$ cat config.mk
export PLATFORM = sky130hd
export DESIGN_NAME = i2c_scl_rate_gen
export DESIGN_NICKNAME = d
export VERILOG_FILES = /design/src/rtl/i2c_scl_pkg.sv /design/src/rtl/scl_in_sync.sv /design/src/rtl/scl_tick_gen.sv /design/src/rtl/scl_phase_ctl.sv /design/src/rtl/i2c_scl_rate_gen.sv
export SDC_FILE = /design/constraint.sdc
export NUM_CORES = 1
export LEC_CHECK = 0
export ABC_AREA = 0
export BUFFER_PORTS_ARGS = -buffer_cell sky130_fd_sc_hd__buf_2
export CAP_MARGIN = 20
export CORE_MARGIN = 3
export CORE_UTILIZATION = 45
export CTS_BUF_LIST = sky130_fd_sc_hd__clkbuf_4 sky130_fd_sc_hd__clkbuf_8 sky130_fd_sc_hd__clkbuf_16
export CTS_CLUSTER_SIZE = 16
export DETAILED_ROUTE_END_ITERATION = 8
export SETUP_SLACK_MARGIN = 0.15
export SYNTH_ARGS = -nofsm -noshare
export SYNTH_HDL_FRONTEND = slang
export SYNTH_SLANG_ARGS = --single-unit
export TNS_END_PERCENT = 30
$ cat constraint.sdc
create_clock -name clk -period 5.5 [get_ports clk]
set_input_delay 0.275 -clock clk [delete_from_list [all_inputs] [get_ports clk]]
set_output_delay 0.275 -clock clk [all_outputs]
set_load 0.01 [all_outputs]
$ cat src/rtl/i2c_scl_pkg.sv
package i2c_scl_pkg;

  typedef enum logic [1:0] {
    PH_IDLE = 2'd0,
    PH_LOW  = 2'd1,
    PH_HIGH = 2'd2
  } scl_phase_e;

  // fixed ticks added to each half period for synchronizer and noise filter
  localparam int PAD_UNDIVIDED = 4;
  localparam int PAD_DIVIDED   = 3;
  localparam int MIN_WIDTH     = 1;

endpackage

$ cat src/rtl/scl_in_sync.sv
module scl_in_sync #(
  parameter int STAGES = 2
) (
  input  logic clk,
  input  logic rst,
  input  logic d,
  output logic q
);

  generate
    if (STAGES <= 1) begin : g_single
      logic r;
      always_ff @(posedge clk) begin
        if (rst) r <= 1'b1;
        else     r <= d;
      end
      assign q = r;
    end else begin : g_chain
      logic [STAGES-1:0] sr;
      always_ff @(posedge clk) begin
        if (rst) sr <= '1;
        else     sr <= {sr[STAGES-2:0], d};
      end
      assign q = sr[STAGES-1];
    end
  endgenerate

endmodule

$ cat src/rtl/scl_tick_gen.sv
module scl_tick_gen #(
  parameter int SEL_W = 3
) (
  input  logic             clk,
  input  logic             rst,
  input  logic             clear,
  input  logic             run,
  input  logic [SEL_W-1:0] sel,
  output logic             tick
);

  localparam int DIV_W = (1 << SEL_W) - 1;

  logic [DIV_W-1:0] div_cnt;
  logic [DIV_W-1:0] div_mask;

  // terminal count 2^sel - 1 built bit by bit
  generate
    for (genvar i = 0; i < DIV_W; i++) begin : g_mask
      assign div_mask[i] = (int'(sel) > i);
    end
  endgenerate

  assign tick = run && (div_cnt == div_mask);

  always_ff @(posedge clk) begin
    if (rst || clear)
      div_cnt <= '0;
    else if (run)
      div_cnt <= tick ? '0 : div_cnt + DIV_W'(1);
  end

  AST_DIV_IN_RANGE: assert property (@(posedge clk) disable iff (rst)
    div_cnt <= div_mask);

  AST_DIV_FROZEN_IDLE: assert property (@(posedge clk) disable iff (rst)
    !run && !clear |=> $stable(div_cnt));

endmodule

$ cat src/rtl/scl_phase_ctl.sv
module scl_phase_ctl
  import i2c_scl_pkg::*;
#(
  parameter int WID_W = 5
) (
  input  logic             clk,
  input  logic             rst,
  input  logic             hold,
  input  logic             tick,
  input  logic             scl_hi,
  input  logic             presc_bypass,
  input  logic [WID_W-1:0] low_w,
  input  logic [WID_W-1:0] high_w,
  output logic             drive_low,
  output logic             low_start,
  output logic             high_start,
  output logic             div_run,
  output logic             div_clear
);

  localparam int LEN_W = WID_W + 1;

  scl_phase_e       phase;
  logic [LEN_W-1:0] rem;
  logic [LEN_W-1:0] len_low;
  logic [LEN_W-1:0] len_high;

  function automatic logic [LEN_W-1:0] half_len(input logic [WID_W-1:0] w,
                                                input logic bypass);
    logic [LEN_W-1:0] base;
    base = (w == '0) ? LEN_W'(MIN_WIDTH) : LEN_W'(w);
    return base + (bypass ? LEN_W'(PAD_UNDIVIDED) : LEN_W'(PAD_DIVIDED));
  endfunction

  assign len_low  = half_len(low_w, presc_bypass);
  assign len_high = half_len(high_w, presc_bypass);

  assign div_run   = (phase == PH_LOW) || ((phase == PH_HIGH) && scl_hi);
  assign div_clear = hold || (phase == PH_IDLE);

  always_ff @(posedge clk) begin
    if (rst) begin
      phase      <= PH_IDLE;
      rem        <= '0;
      drive_low  <= 1'b0;
      low_start  <= 1'b0;
      high_start <= 1'b0;
    end else begin
      low_start  <= 1'b0;
      high_start <= 1'b0;
      if (hold) begin
        phase     <= PH_IDLE;
        rem       <= '0;
        drive_low <= 1'b0;
      end else begin
        case (phase)
          PH_IDLE: begin
            phase     <= PH_LOW;
            rem       <= len_low;
            drive_low <= 1'b1;
            low_start <= 1'b1;
          end
          PH_LOW: begin
            if (tick) begin
              if (rem == LEN_W'(1)) begin
                phase      <= PH_HIGH;
                rem        <= len_high;
                drive_low  <= 1'b0;
                high_start <= 1'b1;
              end else begin
                rem <= rem - LEN_W'(1);
              end
            end
          end
          PH_HIGH: begin
            if (tick) begin
              if (rem == LEN_W'(1)) begin
                phase     <= PH_LOW;
                rem       <= len_low;
                drive_low <= 1'b1;
                low_start <= 1'b1;
              end else begin
                rem <= rem - LEN_W'(1);
              end
            end
          end
          default: begin
            phase     <= PH_IDLE;
            rem       <= '0;
            drive_low <= 1'b0;
          end
        endcase
      end
    end
  end

  AST_HOLD_IDLE: assert property (@(posedge clk) disable iff (rst)
    hold |=> (!drive_low && !low_start && !high_start));

  AST_REM_LIVE: assert property (@(posedge clk) disable iff (rst)
    (phase != PH_IDLE) |-> (rem != '0));

  AST_HIGH_WAITS_BUS: assert property (@(posedge clk) disable iff (rst)
    (phase == PH_HIGH && !scl_hi && !hold) |=> $stable(rem));

  AST_LOW_STROBE_ENTRY: assert property (@(posedge clk) disable iff (rst)
    low_start |-> (drive_low && !$past(drive_low)));

  AST_STROBE_EXCL: assert property (@(posedge clk) disable iff (rst)
    !(low_start && high_start));

endmodule

$ cat src/rtl/i2c_scl_rate_gen.sv
module i2c_scl_rate_gen #(
  parameter int SEL_W       = 3,
  parameter int WID_W       = 5,
  parameter int SYNC_STAGES = 2
) (
  input  logic             clk,
  input  logic             rst,
  input  logic             cfg_hold,
  input  logic [SEL_W-1:0] presc_sel,
  input  logic [WID_W-1:0] low_width,
  input  logic [WID_W-1:0] high_width,
  input  logic             scl_in,
  output logic             scl_drive_low,
  output logic             low_phase_start,
  output logic             high_phase_start
);

  logic [SEL_W-1:0] presc_act;
  logic             scl_sync;
  logic             tick;
  logic             div_run;
  logic             div_clear;

  // prescale select is only taken while the generator is held
  always_ff @(posedge clk) begin
    if (rst)           presc_act <= '0;
    else if (cfg_hold) presc_act <= presc_sel;
  end

  scl_in_sync #(.STAGES(SYNC_STAGES)) u_sync (
    .clk (clk),
    .rst (rst),
    .d   (scl_in),
    .q   (scl_sync)
  );

  scl_tick_gen #(.SEL_W(SEL_W)) u_tick (
    .clk   (clk),
    .rst   (rst),
    .clear (div_clear),
    .run   (div_run),
    .sel   (presc_act),
    .tick  (tick)
  );

  scl_phase_ctl #(.WID_W(WID_W)) u_ctl (
    .clk          (clk),
    .rst          (rst),
    .hold         (cfg_hold),
    .tick         (tick),
    .scl_hi       (scl_sync),
    .presc_bypass (presc_act == '0),
    .low_w        (low_width),
    .high_w       (high_width),
    .drive_low    (scl_drive_low),
    .low_start    (low_phase_start),
    .high_start   (high_phase_start),
    .div_run      (div_run),
    .div_clear    (div_clear)
  );

  AST_PRESC_FROZEN: assert property (@(posedge clk) disable iff (rst)
    !cfg_hold |=> $stable(presc_act));

endmodule

# Yosys cells after proc, flatten, opt, wreduce, memory -nomap -nowiden
# Cells that the tools add are included.
[word_totals] reg_bits=23 latchBits=0 ramBits=0 rom_bits=0 in_bits=17 out_inout_bits=3 word_cells=63 mem_count=0
[classes] add_sub_neg=4 mul=0 n_div=0 order_cmp=7 eq_ne=8 shifts=0 n_mux=22 bitwise_logic=1 n_reduce_logical=13
[ops] cell="2-to-1 mux 6 bit" count=4
[ops] cell="case mux 6 bit (3 select lines)" count=1
[ops] cell="zero test 5 bit" count=2
[ops] cell="2-to-1 mux 5 bit" count=2
[ops] cell="greater-than comparator 3 bit (second input constant)" count=3
[ops] cell="2-to-1 mux 2 bit" count=4
[ops] cell="!= test 2 bit (second input constant)" count=4
[ops] cell="adder 7 x 1 -> 7 bit (second input constant)" count=1
[ops] cell="equality test 7 bit" count=1
[ops] cell="2-to-1 mux 7 bit" count=1
[ops] cell="adder 6 x 3 -> 6 bit" count=1
[ops] cell="adder 6 bit" count=1
[ops] cell="equality test 6 x 1 -> 1 bit (second input constant)" count=1
[ops] cell="greater-than comparator 3 x 1 -> 1 bit (second input constant)" count=2
[ops] cell="greater-than comparator 3 x 2 -> 1 bit (second input constant)" count=2
[ops] cell="2-to-1 mux 1 bit" count=6
[ops] cell="case mux 2 bit (3 select lines)" count=1
[ops] cell="subtractor 6 x 1 -> 6 bit (second input constant)" count=1
[ops] cell="AND reduction 4 bit" count=1
[ops] cell="zero test 3 bit" count=1
[ops] cell="logical OR 1 bit" count=3
[ops] cell="2-to-1 mux 3 bit" count=1
[ops] cell="case mux 1 bit (3 select lines)" count=1
[ops] cell="OR reduction 3 bit" count=1
[ops] cell="other kinds (8)" count=9

# Logic depth before layout (Yosys ltp)
# Gate-level depths: netlist of the first run.
[depth] ltp_word=6 mapped_depth=10 mapped_depth_nobuf=10

# By module
# Synthesis of the first run repeated with hierarchy kept, for this count alone.
[unflattened] hier_cells=211 hier_area_um2=1710.4
[by_module_without_submodules] module="scl_phase_ctl" instances=1 cells_per_inst=140 area_per_inst_um2=1066.0 seq_area_each_um2=220.2
[by_module_without_submodules] module="scl_tick_gen" instances=1 cells_per_inst=57 area_per_inst_um2=485.5 seq_area_each_um2=140.1
[by_module_without_submodules] module="i2c_scl_rate_gen" instances=1 cells_per_inst=10 area_per_inst_um2=106.4 seq_area_each_um2=60.1
[by_module_without_submodules] module="scl_in_sync" instances=1 cells_per_inst=4 area_per_inst_um2=52.6 seq_area_each_um2=40.0

# Worst setup path after synthesis of the first run
# Ideal clock, no wire load.
[synth_path] path_kind="flip-flop to flip-flop" start="register presc_act[2]" end="register u_ctl.rem[3]" setup_ns=0.079 arrival_ns=2.413 required_ns=5.421 setup_slack_ns=3.007 path_stages_with_launch=10 n_path_buf=1 cell_sequence="dfxtp_1 buf_2 or3_1 ha_1 a21o_1 a21oi_1 xnor2_1 nand2_1 a221o_1 a22oi_1"
[synth_via] elab_chain_len=6 elab_cells_between_ends=21 classes_between="add/sub (2); order compare (7); eq/ne (3); mux (6); reduce/logical (3)"
[synth_lines] element="start: declaration" line_no="i2c_scl_rate_gen.sv:18" rtl="logic [SEL_W-1:0] presc_act;"
[synth_lines] element="start signal: assignment" line_no="i2c_scl_rate_gen.sv:27" rtl="else if (cfg_hold) presc_act <= presc_sel;"
[synth_lines] element="zero test 3 bit" line_no="i2c_scl_rate_gen.sv:52" rtl=".presc_bypass (presc_act == '0),"
[synth_lines] element="2-to-1 mux 3 bit" line_no="scl_phase_ctl.sv:32" rtl="return base + (bypass ? LEN_W'(PAD_UNDIVIDED) : LEN_W'(PAD_DIVIDED));"
[synth_lines] element="adder 6 x 3 -> 6 bit / adder 6 bit (equally long branches)" line_no="scl_phase_ctl.sv:32"
[synth_lines] element="2-to-1 mux 6 bit, on equally long branches" line_no="scl_phase_ctl.sv:77, scl_phase_ctl.sv:65"
[synth_lines] element="2-to-1 mux 6 bit, on equally long branches" line_no="scl_phase_ctl.sv:76, scl_phase_ctl.sv:64"
[synth_lines] element="case mux 6 bit (3 select lines)" line_no="scl_phase_ctl.sv:56" rtl="case (phase)"
[synth_lines] element="end signal: assignment" line_no="scl_phase_ctl.sv:59" rtl="rem <= len_low;"
[synth_lines] element="end signal: assignment" line_no="scl_phase_ctl.sv:79" rtl="rem <= len_low;"
[synth_lines] element="end signal: assignment" line_no="scl_phase_ctl.sv:83" rtl="rem <= rem - LEN_W'(1);"
[synth_lines] element="end: declaration" line_no="scl_phase_ctl.sv:24" rtl="logic [LEN_W-1:0] rem;"
# Several ways; a longest one is shown, not always the timed one. The select of a mux whose other input is x is not followed.
# A chain may end at the register's enable or synchronous reset.

# Final worst setup path of the first run
# Same ends and word-level chain as after synthesis.

==> results of run 1 <==
==> worst register-to-register path, delay by kind of cell, from the launching register on <==
kind / cells / cell delay (ps)
compound gates: 4 / 980
flops: 1 / 420
xor+xnor: 1 / 200
simple gates: 2 / 660
fa+ha+maj: 1 / 360
==> power by group <==
| part | internal, mW | total (mW) | switching [mW] |
|---|---|---|---|
| registers | 0.166 | 0.178 | 0.0118 |
| clock network | 0.0973 | 0.155 | 0.0575 |
| logic | 0.0554 | 0.122 | 0.0662 |
==> placed cells by master, fill, tap and decap left out, drive strengths merged, types with 2 or more instances in the layout <==
| cell | n |
|---|---|
| nand3 | 4 |
| o21bai | 2 |
| nor3 | 4 |
| nand4 | 3 |
| a211oi | 7 |
| o31ai | 2 |
| a21oi | 8 |
| o2111ai | 2 |
| o32a | 2 |
| buf | 19 |
| clkbuf | 3 |
| o2bb2ai | 4 |
| xor2 | 6 |
| a21o | 4 |
| dfxtp | 22 |
| nand2b | 3 |
| nand2 | 14 |
| mux2i | 4 |
| a22oi | 3 |
| xnor2 | 6 |
| o21ai | 7 |
| nor2b | 5 |
| o41ai | 2 |
| fa | 2 |
| nor2 | 21 |
| and2 | 2 |
| a31oi | 4 |
| or3 | 3 |
| a2bb2oi | 4 |
| inv | 7 |
| or2 | 4 |
| o22ai | 2 |
| and3 | 3 |
| ha | 9 |
==> stage by stage <==
stage	utilization [%]	power [mW]	area, um2
2_1_floorplan	-	0.274	1670
3_3_place_gp	50.3	0.298	1740
3_5_place_dp	50.3	0.301	1740
4_1_cts	52.3	0.457	1820
5_1_grt	52.3	0.479	1820
6_report	52.3	0.454	1820
==> sequential cells by signal (all words and copies together), names as in the netlist <==
signal,cells
presc_act,3
u_ctl.drive_low,1
u_ctl.high_start,1
u_ctl.phase,1
u_ctl.low_start,1
u_sync.g_chain.sr,2
u_tick.div_cnt,7
u_ctl.rem,6
==> synthesized netlist by cell type, drive strengths merged, types with 2 or more instances <==
| cell | instances | share of area [%] |
|---|---|---|
| a211oi | 7 | 3.7 |
| a21o | 4 | 1.8 |
| a21oi | 8 | 2.4 |
| a22oi | 3 | 1.3 |
| a2bb2oi | 4 | 2.5 |
| a31oi | 4 | 1.5 |
| and2 | 2 | 0.75 |
| and3 | 3 | 1.4 |
| buf | 9 | 3.8 |
| clkbuf | 5 | 1.1 |
| dfxtp | 22 | 26 |
| fa | 2 | 2.4 |
| ha | 9 | 6.7 |
| inv | 7 | 1.6 |
| mux2i | 4 | 2.4 |
| nand2 | 14 | 3.1 |
| nand2b | 3 | 1.1 |
| nand3 | 4 | 1.5 |
| nand4 | 3 | 1.1 |
| nor2 | 21 | 4.7 |
| nor2b | 5 | 1.9 |
| nor3 | 4 | 1.2 |
| o2111ai | 2 | 1.0 |
| o21ai | 7 | 2.3 |
| o21bai | 2 | 0.90 |
| o22ai | 2 | 0.75 |
| o2bb2ai | 4 | 2.1 |
| o31ai | 2 | 0.90 |
| o32a | 2 | 1.2 |
| o41ai | 2 | 1.0 |
| or2 | 4 | 1.6 |
| or3 | 3 | 1.1 |
| xnor2 | 6 | 3.1 |
| xor2 | 6 | 3.1 |
==> kinds of logic after synthesis <==
family / Yosys count / synth area share [%]
AND/OR/NAND/NOR: 71 / 22.3
AO/OA/AOI/OAI: 60 / 27.1
flip-flops: 22 / 26.3
buffers and inverters: 21 / 6.50
XOR/XNOR: 12 / 6.28
adder cells (fa/ha/maj): 11 / 9.12
multiplexers: 4 / 2.39
==> final cells by class <==
type                       count  share of cell area (%)
multi-input combinational    158                    62.0
sequential                    22                    24.3
timing repair buffer          19                    5.24
tap                           46                    3.17
clock buffer                   3                    2.27
clock inverter                 1                    1.65
inverter                       7                    1.45
==> metal layers <==
layer	part of all wire, %	up-vias	wire, um	track usage (%)
met2	41	38	1530	27.0
met5	0	-	0	0
met4	2.1	0	79	7.34
met3	4.7	12	175	3.37
met1	53	667	1970	27.3
li1	-	756	-	-
==> how the worst max path moves through the flow <==
| stage | from | to | slack (ps) | cells past startpoint |
|---|---|---|---|---|
| 2_1_floorplan | presc_act[2] | u_ctl.rem[3] | 3010 | 9 |
| 3_3_place_gp | presc_act[2] | u_ctl.rem[3] | 2920 | 8 |
| 3_5_place_dp | presc_act[2] | u_ctl.rem[3] | 2840 | 8 |
| 4_1_cts | presc_act[2] | u_ctl.rem[3] | 2810 | 8 |
| 5_1_grt | presc_act[2] | u_ctl.rem[3] | 2640 | 8 |
| 6_report | presc_act[2] | u_ctl.rem[3] | 2810 | 8 |
==> impl_metrics.ini, run 1 <==
[run_status]
outcome = completed

[place]
dpl.cell_count = 252
io_buffer_count = 19
place_ws_ps = 2840
dp_hpwl_um = 2880
gp_congestion = 0.870

[detailed_routing]
routed_wl_um = 3760
dr.pass1.iters = 4
drc = 0
antenna_left = 0
viasPerCell = 5.75
drt_iter0_markers = 80
wl_per_cell_um = 14.7
vias = 1473

[finish]
finalNetCount = 239
final_cells = 256
nFillCells = 336
diodes = 0
drive_gt1_share_pct = 15.7
area_growth_pct = 8.45
multi_input_area_mm2 = 0.00112
register_area_um2 = 440

[floorplanning]
fp.coreArea_mm2 = 0.00347
fp.dieW_um = 67.0
num_io_pins = 20
num_rows = 21
start_util_pct = 48.3
die_area_mm2 = 0.00449
die_h_um = 67.0

[critical_path]
worstPathCellList = or3_1 -> ha_1 -> a21o_1 -> a21oi_1 -> xnor2_1 -> nand2_1 -> a221o_1 -> a22oi_1
reg2reg_depth = 8
cp_slowest_cell = or3_1
critPathKind = reg -> reg
start_kind = flip-flop
timing.rr.start = presc_act[2]
max_stage_delay_ps = 570
critical_path_arrival_ps = 2880
crit_buf_inv = 0
crit_fanout = 13
cp.required_ps = 5700
cp-end-kind = flip-flop
critical_path.top_delay_family = compound AO/OA/AOI/OAI gates
regToRegSetupSlack_ps = 2810
r2r_end = u_ctl.rem[3]

[sta]
tightestPinTransition_ps = 705
setup_ws_ps = 2810
rsz0062_at_grt = no
fin_crit_sh_pct = 48.9
period_needed_ps = 2690
setup_viol = 0
maxSlewHeadroom_pct = 53.0
max_freq_mhz = 372
setup_tns_ps = 0
holdWs_ps = 185
slew_violations = 0
clock_skew_ps = 2.37
hold_viol = 0

[hold_path]
min_path_type = in -> reg
hold_path_depth = 2
worstHoldStart = scl_in
min_to = u_sync.g_chain.sr[0]

[cts]
clock_tree.buffer_depth = 2
path_clk_slew_ps = 90
cts_buffers = 3
post_cts_buffers = 0
cts_sinks = 22
cts-root-buf = clkbuf_8
clk_latency_ps = 270
postCtsResizedCells = 0
cts_tree = yes
cts_hold_buffers = 0
htreeDepth = 1

[flow_run]
maxCapViolations = 0

[power_and_ir_drop]
power_density_mw_per_mm2 = 250
p_leak_nw = 0.723
vdd_ir_drop_max_mv = 0.0966

[global_routing]
gr-total-overflow = 0
antenna_found_initial = 0
grt_pass1_wl_um = 6510
grt_usage_pct = 18.8
grt_start_max_net_pins = 22
first_global_vias = 1418

[synthesis]
synth-edff-count = 0
synth.distinct_cells = 56
yosysSeqAreaShare_pct = 26.3
synth_ff_type = dfxtp_1
synth_area_mm2 = 0.00167
synth_seq_cells = 22
synthesis.nets = 229
syn_inst = 201
synth_warnings = 0
avgSynthCellArea_um2 = 8.33
async_reset_ff_share_pct = 0
No activity file was read; power rests on OpenSTA's default activity.
==> inputs of run 2 (changes only) <==
==> constraint.sdc (replaced) <==
create_clock -name clk -period 2.6 [get_ports clk]
set_input_delay 0.13 -clock clk [delete_from_list [all_inputs] [get_ports clk]]
set_output_delay 0.13 -clock clk [all_outputs]
set_load 0.01 [all_outputs]
==> run 2 against run 1 <==
Cell area rose by 3.0%. Non-clock buffer count rose by 5. Largest cell class unchanged. Clock power rose by 110%. Maximum frequency is 16% higher. Setup slack lost 2500 ps. Combinational power is 130% higher. Sequential power grew 110%. Critical path type unchanged.
==> impl_metrics.ini, run 2 (synthesis results as in run 1) <==
[global_routing]
grt_usage_pct = 19.2
gr-total-overflow = 0
antenna_found_initial = 0
grt_pass1_wl_um = 6620
grt_start_max_net_pins = 19
first_global_vias = 1426

[finish]
final_util_pct = 53.9
mostFrequentLayoutCells = dfxtp_1 (22), nor2_1 (21), buf_2 (19)
diodes = 0
area_growth_pct = 11.7
finalNetCount = 244
final_common_cell = dfxtp_1
nFillCells = 334
largest_reg_flops = 7
drive_gt1_share_pct = 19.1
register_area_um2 = 440
top_regs = u_tick.div_cnt x7, u_ctl.rem x6, presc_act x3
top_register = u_tick.div_cnt
multi_input_area_mm2 = 0.00114

[detailed_routing]
viasPerCell = 5.76
antenna_left = 0
dr.pass1.iters = 4
drc = 0
drt_iter0_markers = 119
wl_per_cell_um = 15.0
vias = 1504
routed_wl_um = 3920

[critical_path]
critPathKind = reg -> reg
crit_fanout = 7
cp.required_ps = 2790
setup.worst_path.start = presc_act[2]
reg2reg_depth = 8
regToRegSetupSlack_ps = 290
timing.rr.start = presc_act[2]
r2r_end = u_ctl.rem[3]
cp-end-kind = flip-flop
critical_path_arrival_ps = 2510
start_kind = flip-flop

[cts]
cts_sinks = 22
cts_buffers = 3
cts-root-buf = clkbuf_8
path_clk_slew_ps = 80
clk_latency_ps = 270
clock_tree.buffer_depth = 2
cts_tree = yes
cts_hold_buffers = 0
htreeDepth = 1

[hold_path]
worstHoldStart = scl_in
min_to = u_sync.g_chain.sr[0]
min_path_type = in -> reg
hold_path_depth = 2

[place]
dp_hpwl_um = 3090
io_buffer_count = 19
gp_congestion = 0.805

[sta]
tightestPinTransition_ps = 516
clock_skew_ps = 5.82
slew_violations = 0
rsz0062_at_grt = no
fin_crit_sh_pct = 89.0
setup_tns_ps = 0
max_freq_mhz = 432
period_needed_ps = 2310
maxSlewHeadroom_pct = 65.5
setup_viol = 0
hold_viol = 0

[flow_run]
maxCapViolations = 0

[power_and_ir_drop]
p_leak_nw = 0.755
vdd_ir_drop_max_mv = 0.299
power_density_mw_per_mm2 = 524

[floorplanning]
num_io_pins = 20
num_rows = 21
fp.coreArea_mm2 = 0.00347
die_area_mm2 = 0.00449
fp.dieW_um = 67.0
die_h_um = 67.0
start_util_pct = 48.3

[run_status]
outcome = completed
run 2: cell count changes in the layout (fill, tap and decap cells not counted), sizes merged:
cell  previous run  this run
buf             19        24
run 2: power by group:
group          switching, mW  internal [mW]  total (mW)
clock network          0.123          0.206       0.330
registers             0.0154          0.351       0.366
logic                  0.156          0.128       0.285
total                  0.295          0.685       0.980
run 2: worst max-delay path: stages (launching register included):
cell	delay, ps
dfxtp_1	320
or3_4	440
ha_1	310
a21o_1	190
a21oi_2	230
xnor2_2	160
nand2_1	80
a221o_1	340
a22oi_1	170
run 2: how the worst max path moves through the flow:
stage / endpoint / slack (ps) / cells past startpoint
3_5_place_dp: u_ctl.rem[3] / 230 / 8
6_report: u_ctl.rem[3] / 290 / 8
5_1_grt: u_ctl.rem[3] / 150 / 8
4_1_cts: u_ctl.rem[3] / 200 / 8
3_3_place_gp: u_ctl.rem[3] / 300 / 8
2_1_floorplan: u_ctl.rem[3] / 200 / 9
run 2: area by class of cell:
type | instances | share of cell area (%)
well taps | 46 | 3.08
repair buffers | 24 | 7.10
inverters | 7 | 1.41
multi-input cells | 158 | 61.0
flip-flops and latches | 22 | 23.6
clock buffers | 3 | 2.21
clock inverters | 1 | 1.61
run 2: repair_timing:
item	4_1_cts	5_1_grt
endpoints found under the setup margin	0	1
resized for setup	0	2
buffers inserted	0	0
run 2: stage by stage:
| stage | area (um2) | total power, mW | setup WS, ps | hold WS (ps) | instances |
|---|---|---|---|---|---|
| after floorplan | 1680 | 0.582 | 203 | 202 | 201 |
| after global placement | 1790 | 0.639 | 303 | 314 | 257 |
| after detailed placement | 1790 | 0.651 | 229 | 324 | 257 |
| after CTS | 1860 | 0.977 | 202 | 45.1 | 261 |
| after global routing | 1870 | 1.03 | 147 | 46.5 | 261 |
| final | 1870 | 0.980 | 286 | 41.9 | 261 |
run 2: per-layer routing:
metal  GRT usage, %  routed length (um)  up-vias
met5              0                   0        -
met4           6.84                  41        0
met3           3.04                 183        4
met2           28.7                1690       37
met1           27.4                2000      698
li1               -                   -      765
==> inputs of run 3 (changes only) <==
==> constraint.sdc (replaced) <==
create_clock -name clk -period 2.9 [get_ports clk]
set_input_delay 0.145 -clock clk [delete_from_list [all_inputs] [get_ports clk]]
set_output_delay 0.145 -clock clk [all_outputs]
set_load 0.01 [all_outputs]
==> run 3 against run 2 <==
Sequential cell count is the same. Critical endpoint unchanged. Largest power group unchanged. Critical path type unchanged. Highest routed layer unchanged. Clock power decreased by 12%. Worst hold slack better by 12 ps.
==> impl_metrics.ini, run 3 (synthesis results as in run 1) <==
[run_status]
outcome = completed

[place]
gp_congestion = 0.859
dp_hpwl_um = 2940
io_buffer_count = 19
dpl.cell_count = 254

[cts]
cts_hold_buffers = 0
cts_sinks = 22
cts_tree = yes
clock_tree.buffer_depth = 2
post_cts_buffers = 0
cts_buffers = 3
postCtsResizedCells = 0
clk_latency_ps = 260
htreeDepth = 1
cts-root-buf = clkbuf_8
path_clk_slew_ps = 90

[detailed_routing]
wl_per_cell_um = 14.6
drt_iter0_markers = 103
dr.pass1.iters = 4
viasPerCell = 5.83
routed_wl_um = 3760
vias = 1505
antenna_left = 0
drc = 0

[critical_path]
critical_path.top_delay_family = compound AO/OA/AOI/OAI gates
worstPathCellList = or3_4 -> ha_1 -> a21o_1 -> a21oi_1 -> xnor2_1 -> nand2_1 -> a221o_1 -> a22oi_1
cp_slowest_cell = or3_4
cp-end-kind = flip-flop
critPathKind = reg -> reg
critical_path_arrival_ps = 2710
crit_buf_inv = 0
cp.required_ps = 3090
max_stage_delay_ps = 460
start_kind = flip-flop
crit_fanout = 10

[global_routing]
gr-total-overflow = 0
grt_pass1_wl_um = 6700
first_global_vias = 1493
grt_usage_pct = 19.1
antenna_found_initial = 0
grt_start_max_net_pins = 17

[finish]
largest_reg_flops = 7
area_growth_pct = 9.64
top_register = u_tick.div_cnt
nFillCells = 349
finalNetCount = 241
mostFrequentLayoutCells = dfxtp_1 (22), nor2_1 (21), buf_2 (19)
diodes = 0
final_common_cell = dfxtp_1
final_cells = 258
top_regs = u_tick.div_cnt x7, u_ctl.rem x6, presc_act x3
drive_gt1_share_pct = 17.0

[hold_path]
min_path_type = in -> reg

[sta]
clock_skew_ps = 6.06
setup_viol = 0
tightestPinTransition_ps = 551
rsz0062_at_grt = no
max_freq_mhz = 396
slew_violations = 0
setup_tns_ps = 0
hold_viol = 0
period_needed_ps = 2520
fin_crit_sh_pct = 87.0
maxSlewHeadroom_pct = 63.3

[floorplanning]
fp.dieW_um = 67.0
start_util_pct = 48.3
num_rows = 21
num_io_pins = 20
die_area_mm2 = 0.00449
fp.coreArea_mm2 = 0.00347
die_h_um = 67.0

[flow_run]
maxCapViolations = 0

[power_and_ir_drop]
power_density_mw_per_mm2 = 470
vdd_ir_drop_max_mv = 0.216
p_leak_nw = 0.733
run 3: changes by cell type in the layout (fill, tap and decap cells not counted):
cell	before	now
buf_4	5	2
a21oi_1	7	8
a21oi_2	1	0
xnor2_1	5	6
xnor2_2	1	0
run 3: cell type report:
cell class / instances / area (um2) / share of cell area, %
multi-input cells: 158 / 1130 / 61.6
clock inverters: 1 / 30.0 / 1.64
clock buffers: 3 / 41.3 / 2.25
flip-flops and latches: 22 / 440 / 24.0
repair buffers: 21 / 110 / 6.00
well taps: 46 / 57.6 / 3.14
inverters: 7 / 26.3 / 1.43
run 3: power breakdown:
part           internal [mW]  leakage [nW]  switching [mW]
clock network          0.184        0.0357           0.105
registers              0.315         0.180          0.0176
logic                  0.109         0.518           0.132
total                  0.608         0.733           0.255
run 3: stage by stage:
step	cell area (um2)	hold WS [ps]	utilization, %	setup slack (ps)	total power [mW]
3_5_place_dp	1760	332	50.7	294	0.575
4_1_cts	1830	50.2	52.8	279	0.869
2_1_floorplan	1670	217	-	407	0.520
5_1_grt	1840	61.9	52.9	202	0.915
3_3_place_gp	1760	331	50.7	369	0.569
6_report	1840	53.5	52.9	377	0.863
run 3: path summary, 6_finish.rpt:
check                           slack, ps              endpoint  cells past startpoint            startpoint
worst max-delay path                  380          u_ctl.rem[3]                      8          presc_act[0]
worst min-delay path                   50  u_sync.g_chain.sr[0]                      2                scl_in
worst max register to register        380          u_ctl.rem[3]                      8          presc_act[0]
worst min register to register        420  u_sync.g_chain.sr[1]                      1  u_sync.g_chain.sr[0]
run 3: routing by layer:
layer	up-vias	wire length [um]	track usage, %
li1	767	-	-
met1	698	2000	28.0
met2	33	1570	29.0
met3	7	155	2.87
met4	0	27	5.06
met5	-	0	0
